**src/rtl/i2cw_pkg.sv**
```systemverilog
package i2cw_pkg;

  // Strobes that the control sends to the datapath.
  typedef struct packed {
    logic shift;     // take in one bus bit
    logic loadPtr;   // received byte becomes the pointer
    logic latchMsb;  // received byte is held as the upper half
    logic commit;    // write {upper, received byte} and step the pointer
    logic incPtr;    // step the pointer (read continuation)
    logic capWord;   // capture the register word for transmission
  } strobes_t;

  // Frame states of the control.
  typedef enum logic [2:0] {
    ST_IDLE, ST_ADDR, ST_PTR, ST_WMSB, ST_WLSB, ST_RMSB, ST_RLSB, ST_SKIP
  } busState_t;

endpackage

```
**src/rtl/i2cw_filter.sv**
```systemverilog
module i2cw_filter #(
  parameter int FILT_LEN = 4
) (
  input  logic clk,
  input  logic rst_n,
  input  logic lineIn,
  output logic lineOut
);
  localparam int CW = $clog2(FILT_LEN + 1);

  logic [1:0]    syncR;
  logic [CW-1:0] cnt;

  // Two-flop synchronizer, then a level that must hold FILT_LEN cycles.
  always_ff @(posedge clk or negedge rst_n) begin
    if (!rst_n) begin
      syncR   <= 2'b11;
      lineOut <= 1'b1;
      cnt     <= '0;
    end else begin
      syncR <= {syncR[0], lineIn};
      if (syncR[1] == lineOut) begin
        cnt <= '0;
      end else if (cnt == CW'(FILT_LEN - 1)) begin
        lineOut <= syncR[1];
        cnt     <= '0;
      end else begin
        cnt <= cnt + 1'b1;
      end
    end
  end

  // the filtered level only moves toward the synchronized level
  assert_filter_follows_R9: assert property (@(posedge clk) disable iff (!rst_n)
    !$stable(lineOut) |-> ($past(syncR[1]) == lineOut));

endmodule

```
**src/rtl/i2cw_dpath.sv**
```systemverilog
module i2cw_dpath
  import i2cw_pkg::*;
#(
  parameter int BYTE_W = 8
) (
  input  logic                clk,
  input  logic                rst_n,
  input  strobes_t            stb,
  input  logic                sdaBit,
  input  logic [2*BYTE_W-1:0] regRdData,
  output logic [BYTE_W-1:0]   rxByte,
  output logic [2*BYTE_W-1:0] rdWord,
  output logic [BYTE_W-1:0]   regAddr,
  output logic                regWrEn,
  output logic [BYTE_W-1:0]   regWrAddr,
  output logic [2*BYTE_W-1:0] regWrData
);
  logic [BYTE_W-1:0] shiftReg, ptr, msbHold;

  assign rxByte  = {shiftReg[BYTE_W-2:0], sdaBit};
  assign regAddr = ptr;

  always_ff @(posedge clk or negedge rst_n) begin
    if (!rst_n) begin
      shiftReg  <= '0;
      ptr       <= '0;
      msbHold   <= '0;
      rdWord    <= '0;
      regWrEn   <= 1'b0;
      regWrAddr <= '0;
      regWrData <= '0;
    end else begin
      regWrEn <= 1'b0;
      if (stb.shift)    shiftReg <= rxByte;
      if (stb.loadPtr)  ptr      <= rxByte;
      if (stb.latchMsb) msbHold  <= rxByte;
      if (stb.commit) begin
        regWrEn   <= 1'b1;
        regWrAddr <= ptr;
        regWrData <= {msbHold, rxByte};
        ptr       <= ptr + 1'b1;
      end
      if (stb.incPtr)  ptr    <= ptr + 1'b1;
      if (stb.capWord) rdWord <= regRdData;
    end
  end

  // a completed pair yields a single-cycle write strobe
  assert_single_strobe_R3: assert property (@(posedge clk) disable iff (!rst_n)
    regWrEn |=> !regWrEn);

  // when a write appears, the pointer already sits one past it
  assert_ptr_past_write_R4: assert property (@(posedge clk) disable iff (!rst_n)
    regWrEn |-> (regAddr == regWrAddr + 1'b1));

endmodule

```
**src/rtl/i2cw_ctrl.sv**
```systemverilog
module i2cw_ctrl
  import i2cw_pkg::*;
#(
  parameter logic [4:0] ADDR_PREFIX = 5'b01101,
  parameter logic [6:0] GEN_ADDR    = 7'b0001110,
  parameter int         BYTE_W      = 8
) (
  input  logic                clk,
  input  logic                rst_n,
  input  logic                sclF,
  input  logic                sdaF,
  input  logic [1:0]          strap,
  input  logic [BYTE_W-1:0]   rxByte,
  input  logic [2*BYTE_W-1:0] rdWord,
  output strobes_t            stb,
  output logic                sdaOe
);
  localparam logic [3:0] ACK_SLOT = 4'(BYTE_W);
  localparam logic [3:0] LAST_BIT = 4'(BYTE_W - 1);

  busState_t   st;
  logic        sclPrev, sdaPrev, ackNow, mAckSlot, capPend;
  logic [3:0]  bitCnt;

  wire sclRise  = sclF & ~sclPrev;
  wire sclFall  = ~sclF & sclPrev;
  wire startDet = sclF & sclPrev & sdaPrev & ~sdaF;
  wire stopDet  = sclF & sclPrev & ~sdaPrev & sdaF;

  wire [6:0] ownAddr = {ADDR_PREFIX, strap};
  wire       addrHit = (rxByte[7:1] == ownAddr) || (rxByte[7:1] == GEN_ADDR);

  wire [BYTE_W-1:0] txByte = (st == ST_RMSB) ? rdWord[2*BYTE_W-1:BYTE_W]
                                             : rdWord[BYTE_W-1:0];
  wire [2:0]        txIdx  = 3'(BYTE_W - 1) - bitCnt[2:0];
  wire              inRead = (st == ST_RMSB) || (st == ST_RLSB);

  always_comb begin
    stb         = '0;
    stb.capWord = capPend;
    if (sclRise && st != ST_IDLE) begin
      if (bitCnt != ACK_SLOT) stb.shift = 1'b1;
      if (bitCnt == LAST_BIT) begin
        unique case (st)
          ST_ADDR: if (addrHit && rxByte[0]) stb.capWord = 1'b1;
          ST_PTR:  stb.loadPtr  = 1'b1;
          ST_WMSB: stb.latchMsb = 1'b1;
          ST_WLSB: stb.commit   = 1'b1;
          default: ;
        endcase
      end
      if (bitCnt == ACK_SLOT && mAckSlot && !sdaF && st == ST_RLSB)
        stb.incPtr = 1'b1;
    end
  end

  always_ff @(posedge clk or negedge rst_n) begin
    if (!rst_n) begin
      st <= ST_IDLE; sclPrev <= 1'b1; sdaPrev <= 1'b1; sdaOe <= 1'b0;
      bitCnt <= '0; ackNow <= 1'b0; mAckSlot <= 1'b0; capPend <= 1'b0;
    end else begin
      sclPrev <= sclF;
      sdaPrev <= sdaF;
      capPend <= 1'b0;
      if (stopDet) begin
        st <= ST_IDLE; sdaOe <= 1'b0; bitCnt <= '0; mAckSlot <= 1'b0; ackNow <= 1'b0;
      end else if (startDet) begin
        st <= ST_ADDR; sdaOe <= 1'b0; bitCnt <= '0; mAckSlot <= 1'b0; ackNow <= 1'b0;
      end else begin
        if (sclRise && st != ST_IDLE) begin
          bitCnt <= (bitCnt == ACK_SLOT) ? 4'd0 : 4'(bitCnt + 1'b1);
          if (bitCnt == LAST_BIT) begin
            ackNow   <= 1'b0;
            mAckSlot <= 1'b0;
            unique case (st)
              ST_ADDR: if (addrHit) begin
                         ackNow <= 1'b1;
                         st     <= rxByte[0] ? ST_RMSB : ST_PTR;
                       end else st <= ST_SKIP;
              ST_PTR:  begin ackNow <= 1'b1; st <= ST_WMSB; end
              ST_WMSB: begin ackNow <= 1'b1; st <= ST_WLSB; end
              ST_WLSB: begin ackNow <= 1'b1; st <= ST_WMSB; end
              ST_RMSB, ST_RLSB: mAckSlot <= 1'b1;
              default: ;
            endcase
          end
          if (bitCnt == ACK_SLOT && mAckSlot) begin
            if (sdaF)               st <= ST_SKIP;
            else if (st == ST_RMSB) st <= ST_RLSB;
            else begin st <= ST_RMSB; capPend <= 1'b1; end
          end
        end
        if (sclFall && st != ST_IDLE) begin
          if (bitCnt == ACK_SLOT) sdaOe <= ackNow;
          else if (inRead)        sdaOe <= ~txByte[txIdx];
          else                    sdaOe <= 1'b0;
        end
      end
    end
  end

  // a stop leaves the line released and the frame idle
  assert_release_after_stop_R8: assert property (@(posedge clk) disable iff (!rst_n)
    stopDet |=> (!sdaOe && st == ST_IDLE));

  // no drive while idle or after a refused/not-acknowledged transfer
  assert_quiet_when_skipped_R7: assert property (@(posedge clk) disable iff (!rst_n)
    (st == ST_SKIP || st == ST_IDLE) |-> !sdaOe);

  // the drive changes only while the clock is low
  assert_drive_moves_scl_low_R6: assert property (@(posedge clk) disable iff (!rst_n)
    !$stable(sdaOe) |-> !sclF);

endmodule

```
**src/rtl/i2c_word_slave.sv**
```systemverilog
module i2c_word_slave
  import i2cw_pkg::*;
#(
  parameter int         FILT_LEN    = 4,
  parameter logic [4:0] ADDR_PREFIX = 5'b01101,
  parameter logic [6:0] GEN_ADDR    = 7'b0001110
) (
  input  logic        clk,
  input  logic        rst_n,
  input  logic        sclIn,
  input  logic        sdaIn,
  input  logic        strapHi,
  input  logic        strapLo,
  output logic        sdaOe,
  output logic [7:0]  regAddr,
  input  logic [15:0] regRdData,
  output logic        regWrEn,
  output logic [7:0]  regWrAddr,
  output logic [15:0] regWrData
);
  localparam int BYTE_W = 8;
  localparam int NLINES = 2;

  logic [NLINES-1:0] rawLines, cleanLines;
  strobes_t          stb;
  logic [BYTE_W-1:0] rxByte;
  logic [15:0]       rdWord;

  // Line 1 is the clock, line 0 is the data.
  assign rawLines = {sclIn, sdaIn};

  for (genvar i = 0; i < NLINES; i++) begin : g_filt
    i2cw_filter #(.FILT_LEN(FILT_LEN)) u_filt (
      .clk(clk), .rst_n(rst_n), .lineIn(rawLines[i]), .lineOut(cleanLines[i]));
  end

  i2cw_ctrl #(.ADDR_PREFIX(ADDR_PREFIX), .GEN_ADDR(GEN_ADDR), .BYTE_W(BYTE_W)) u_ctrl (
    .clk(clk), .rst_n(rst_n), .sclF(cleanLines[1]), .sdaF(cleanLines[0]),
    .strap({strapHi, strapLo}), .rxByte(rxByte), .rdWord(rdWord),
    .stb(stb), .sdaOe(sdaOe));

  i2cw_dpath #(.BYTE_W(BYTE_W)) u_dpath (
    .clk(clk), .rst_n(rst_n), .stb(stb), .sdaBit(cleanLines[0]),
    .regRdData(regRdData), .rxByte(rxByte), .rdWord(rdWord),
    .regAddr(regAddr), .regWrEn(regWrEn), .regWrAddr(regWrAddr),
    .regWrData(regWrData));

endmodule

```
**config.mk**
```make
export PLATFORM = sky130hd
export DESIGN_NAME = i2c_word_slave
export DESIGN_NICKNAME = d
export VERILOG_FILES = /design/src/rtl/i2cw_pkg.sv /design/src/rtl/i2cw_filter.sv /design/src/rtl/i2cw_dpath.sv /design/src/rtl/i2cw_ctrl.sv /design/src/rtl/i2c_word_slave.sv
export SDC_FILE = /design/constraint.sdc
export NUM_CORES = 1
export LEC_CHECK = 0
export BUFFER_PORTS_ARGS = -buffer_cell sky130_fd_sc_hd__buf_2
export CORE_UTILIZATION = 55
export DETAILED_ROUTE_END_ITERATION = 8
export PLACE_DENSITY = 0.77
export SKIP_CTS_REPAIR_TIMING = 1
export SLEW_MARGIN = 25
export SYNTH_ARGS = -nofsm -noshare
export SYNTH_HDL_FRONTEND = slang
export SYNTH_SLANG_ARGS = --single-unit
```
**constraint.sdc**
```tcl
create_clock -name clk -period 3.3 [get_ports clk]
set_clock_uncertainty 0.1 [all_clocks]
set_input_delay 0.99 -clock clk [delete_from_list [all_inputs] [get_ports clk]]
set_output_delay 0.99 -clock clk [all_outputs]
set_load 0.01 [all_outputs]
```
==> insert_results.sql <==
INSERT INTO impl_metrics (metric_group, metric, value, unit) VALUES
('floorplanning', 'start_util', '0.584', ''),
('sta', 'tightestPinTransition', '0.756', 'ns'),
('sta', 'finalCritPeriodShare', '0.756', ''),
('detailed_routing', 'first_pass_iters', '4', ''),
('floorplanning', 'rows', '30', ''),
('synthesis', 'ys.warnings.count', '0', ''),
('synthesis', 'synth_edf_count', '0', ''),
('clock_tree', 'clkTransAtPathRegs', '0.09', 'ns'),
('sta', 'min_period', '2.49', 'ns'),
('critical_path', 'startpoint_type', 'flop', ''),
('sta', 'totalNegativeSetupSlack', '0', 'ns'),
('sta', 'f_max', '401', 'MHz'),
('global_route', 'vias_in_the_first_global_route', '2663', ''),
('critical_path', 'critical_path_peak_fanout', '16', ''),
('synthesis', 'synth_seq_cells', '89', ''),
('clock_tree', 'cts_buffers', '9', ''),
('clock_tree', 'cts-root-to-sink-buffers', '2', ''),
('min_path', 'min_path_type', 'reg2reg', ''),
('synthesis', 'area_share_of_the_largest_cell_type_after_synthesis', '0.500', ''),
('sta', 'timing.final.setup_violations', '0', ''),
('place', 'port-buffer-count', '55', ''),
('floorplanning', 'fp.coreArea', '6940', 'um2'),
('run', 'timing.max_cap.violations', '0', ''),
('detailed_routing', 'finalWirelength', '7620', 'um'),
('synthesis', 'ys_dominant_reg_cell', 'sky130_fd_sc_hd__dfrtp_1', ''),
('clock_tree', 'cts.sink_count', '89', ''),
('synthesis', 'syn-instance-count', '317', ''),
('clock_tree', 'htree_levels', '3', ''),
('synthesis', 'synth_seq_area_share', '0.551', ''),
('detailed_routing', 'vias', '2692', ''),
('critical_path', 'cp.required', '3.45', 'ns'),
('cells_and_area', 'final_layout_size_suffix_gt1_frac', '0.374', ''),
('clock_tree', 'tritoncts', 'built', ''),
('cells_and_area', 'antenna-diode-count', '0', ''),
('synthesis', 'asyncSetResetFlopFracSynth', '1.00', ''),
('critical_path', 'setup.worst_path.end_class', 'flop', ''),
('cells_and_area', 'fin_nets', '402', ''),
('detailed_routing', 'vias_per_cell', '5.66', ''),
('floorplanning', 'floorplan.io_pins', '56', ''),
('pwr', 'power.density_cell_area', '628', 'nW/um2'),
('critical_path', 'worstPathArrival', '2.65', 'ns'),
('sta', 'finalHoldWorstSlack', '0.255', 'ns'),
('sta', 'finalHoldViolations', '0', ''),
('synthesis', 'post_synth_main_area_contributors', 'sky130_fd_sc_hd__dfrtp_1 50%, sky130_fd_sc_hd__mux2_2 12%, sky130_fd_sc_hd__dfstp_2 5.2%, sky130_fd_sc_hd__mux2_1 2.8%, sky130_fd_sc_hd__nand2_1 1.9%', ''),
('sta', 'unrepaired_setup_endpoints_after_global_routing', 'false', ''),
('global_route', 'globalRoute.totalOverflow', '0', ''),
('pwr', 'worst_ir_drop_vdd', '0.289', 'mV'),
('synthesis', 'synthMostInstantiatedCell', 'sky130_fd_sc_hd__dfrtp_1', ''),
('synthesis', 'ys_types', '64', ''),
('detailed_routing', 'drt-initial-drc-count', '222', ''),
('global_route', 'maximum_number_of_pins_on_one_net_before_global_route_repair', '68', ''),
('detailed_routing', 'drtAntennaViolNets', '0', ''),
('synthesis', 'mappedNetlistArea', '4060', 'um2'),
('sta', 'timing.slew.headroom', '0.493', ''),
('pwr', 'post-layout-total-power', '2.89', 'mW'),
('global_route', 'grt_first_pass_wirelength', '12800', 'um'),
('synthesis', 'synth_largest_area_cell', 'sky130_fd_sc_hd__dfrtp_1', ''),
('synthesis', 'synthTopCellsByCount', '81 x sky130_fd_sc_hd__dfrtp_1, 42 x sky130_fd_sc_hd__mux2_2, 20 x sky130_fd_sc_hd__nand2_1, 13 x sky130_fd_sc_hd__o21ai_0, 11 x sky130_fd_sc_hd__nand3_1', ''),
('critical_path', 'criticalPathCategory', 'reg2reg', ''),
('floorplanning', 'die_height', '87.9', 'um'),
('floorplanning', 'fp.dieArea', '7720', 'um2'),
('clock_tree', 'clk_latency', '0.36', 'ns'),
('synthesis', 'postSynthNetCount', '344', ''),
('place', 'finalWeightedCongestion', '0.865', ''),
('floorplanning', 'die_w', '87.9', 'um'),
('place', 'post-dp-hpwl', '5170', 'um'),
('clock_tree', 'clock_tree.root_cell', 'sky130_fd_sc_hd__clkbuf_8', ''),
('detailed_routing', 'drcViolationCount', '0', ''),
('pwr', 'p_leak', '2.30', 'nW'),
('global_route', 'grt_use_total', '0.218', ''),
('synthesis', 'synth.avg_cell_area', '12.8', 'um2'),
('sta', 'number_of_max_slew_violations_in_the_final_report', '0', ''),
('run_status', 'status', 'completed', ''),
('global_route', 'grt_antenna_before_repair', '0', ''),
('cells_and_area', 'layout-area-overhead-vs-synth', '13.4', '%'),
('detailed_routing', 'routed_wire_length_per_instance', '16.0', 'um');
registers in the layout (all words and copies together), names as in the netlist, 2 cells and up:
| name | flops |
|---|---|
| u_dpath.regWrAddr | 8 |
| u_ctrl.bitCnt | 4 |
| u_ctrl.st | 3 |
| u_dpath.regWrData | 16 |
| g_filt.u_filt.lineOut | 2 |
| g_filt.u_filt.syncR | 4 |
| g_filt.u_filt.cnt | 6 |
| u_dpath.rdWord | 16 |
| u_dpath.regAddr | 8 |
| u_dpath.shiftReg | 7 |
| u_dpath.msbHold | 8 |
area by class of cell:
class                           instances  area (um2)
Inverter                               10        37.5
Sequential cell                        89        2240
Timing Repair Buffer                   57         305
Clock buffer                           10         128
Clock inverter                          6        52.6
Multi-Input combinational cell        208        1720
Fill cell                             549        2340
Tap cell                               96         120
metrics by stage:
step           worst slack (ns)   util  area, um2  std cells
2_1_floorplan             0.819      -       4060        317
3_3_place_gp              0.523  0.637       4420        460
3_5_place_dp              0.404  0.637       4420        460
4_1_cts                   0.798  0.663       4600        476
5_1_grt                   0.591  0.663       4600        476
6_report                  0.806  0.663       4600        476
worst paths after layout:
| kind | startpoint | end | slack (ns) | cells past startpoint |
|---|---|---|---|---|
| min in group asynchronous | rst_n | u_dpath.regWrAddr[6] | 0.41 | 1 |
| setup reg to reg | u_ctrl.bitCnt[0] | u_dpath.rdWord[3] | 0.81 | 6 |
| max in group asynchronous | rst_n | u_ctrl.sdaPrev | 2.03 | 2 |
| setup / recovery | u_ctrl.bitCnt[0] | u_dpath.rdWord[3] | 0.81 | 6 |
| hold reg to reg | g_filt[0].u_filt.syncR[0] | g_filt[0].u_filt.syncR[1] | 0.25 | 0 |
| hold / removal | g_filt[0].u_filt.syncR[0] | g_filt[0].u_filt.syncR[1] | 0.25 | 0 |
layout by cell type, fill, tap and decap left out, types with 3 or more instances in the layout:
cell                        n
sky130_fd_sc_hd__ha_1       5
sky130_fd_sc_hd__nand4_1    4
sky130_fd_sc_hd__nor3_1     8
sky130_fd_sc_hd__xnor2_1    3
sky130_fd_sc_hd__dfrtp_1   81
sky130_fd_sc_hd__mux2_2    42
sky130_fd_sc_hd__nor2_1     7
sky130_fd_sc_hd__nor2b_1    5
sky130_fd_sc_hd__nand2_1   20
sky130_fd_sc_hd__inv_1     10
sky130_fd_sc_hd__o21ai_1    3
sky130_fd_sc_hd__or3_1      4
sky130_fd_sc_hd__nor3b_1    5
sky130_fd_sc_hd__mux2_1    10
sky130_fd_sc_hd__dfstp_2    8
sky130_fd_sc_hd__o21ai_0   13
sky130_fd_sc_hd__buf_2     54
sky130_fd_sc_hd__and2_1     3
sky130_fd_sc_hd__xor2_1     4
sky130_fd_sc_hd__mux4_2     3
sky130_fd_sc_hd__nand3_1   11
sky130_fd_sc_hd__clkbuf_8   9
sky130_fd_sc_hd__a21oi_1   10
where the power goes:
| group | leakage [nW] | internal (mW) | switching, mW |
|---|---|---|---|
| logic | 1.02 | 0.324 | 0.331 |
| registers | 1.19 | 1.27 | 0.280 |
| clock network | 0.0850 | 0.284 | 0.403 |
| total | 2.30 | 1.88 | 1.01 |
layer usage:
layer  up-vias  share of wire  global-route usage  wire [um]
met5         -              0                   0          0
met4         0          0.017              0.0879        127
met3        12          0.040              0.0434        307
met2        77           0.48               0.341       3630
met1      1328           0.47               0.300       3550
li1       1275              -                   -          -
kinds of logic after synthesis:
family,synth area share
and+or+nand+nor,0.140
DFF,0.551
muxes,0.170
AOI/OAI and AO/OA,0.0842
buffers and inverters,0.0244
xor gates and xnor gates,0.0151
adders and majority gates,0.0154
worst max-delay path, stage by stage, from the launching register on:
cell and delay, ns:
sky130_fd_sc_hd__dfrtp_1 0.54, sky130_fd_sc_hd__ha_1 0.32, sky130_fd_sc_hd__nand3b_4 0.14, sky130_fd_sc_hd__nor2_1 0.21, sky130_fd_sc_hd__nand4b_1 0.20, sky130_fd_sc_hd__o21bai_4 0.46, sky130_fd_sc_hd__mux2_2 0.39
Note: power is estimated with default switching activity, not from simulation.
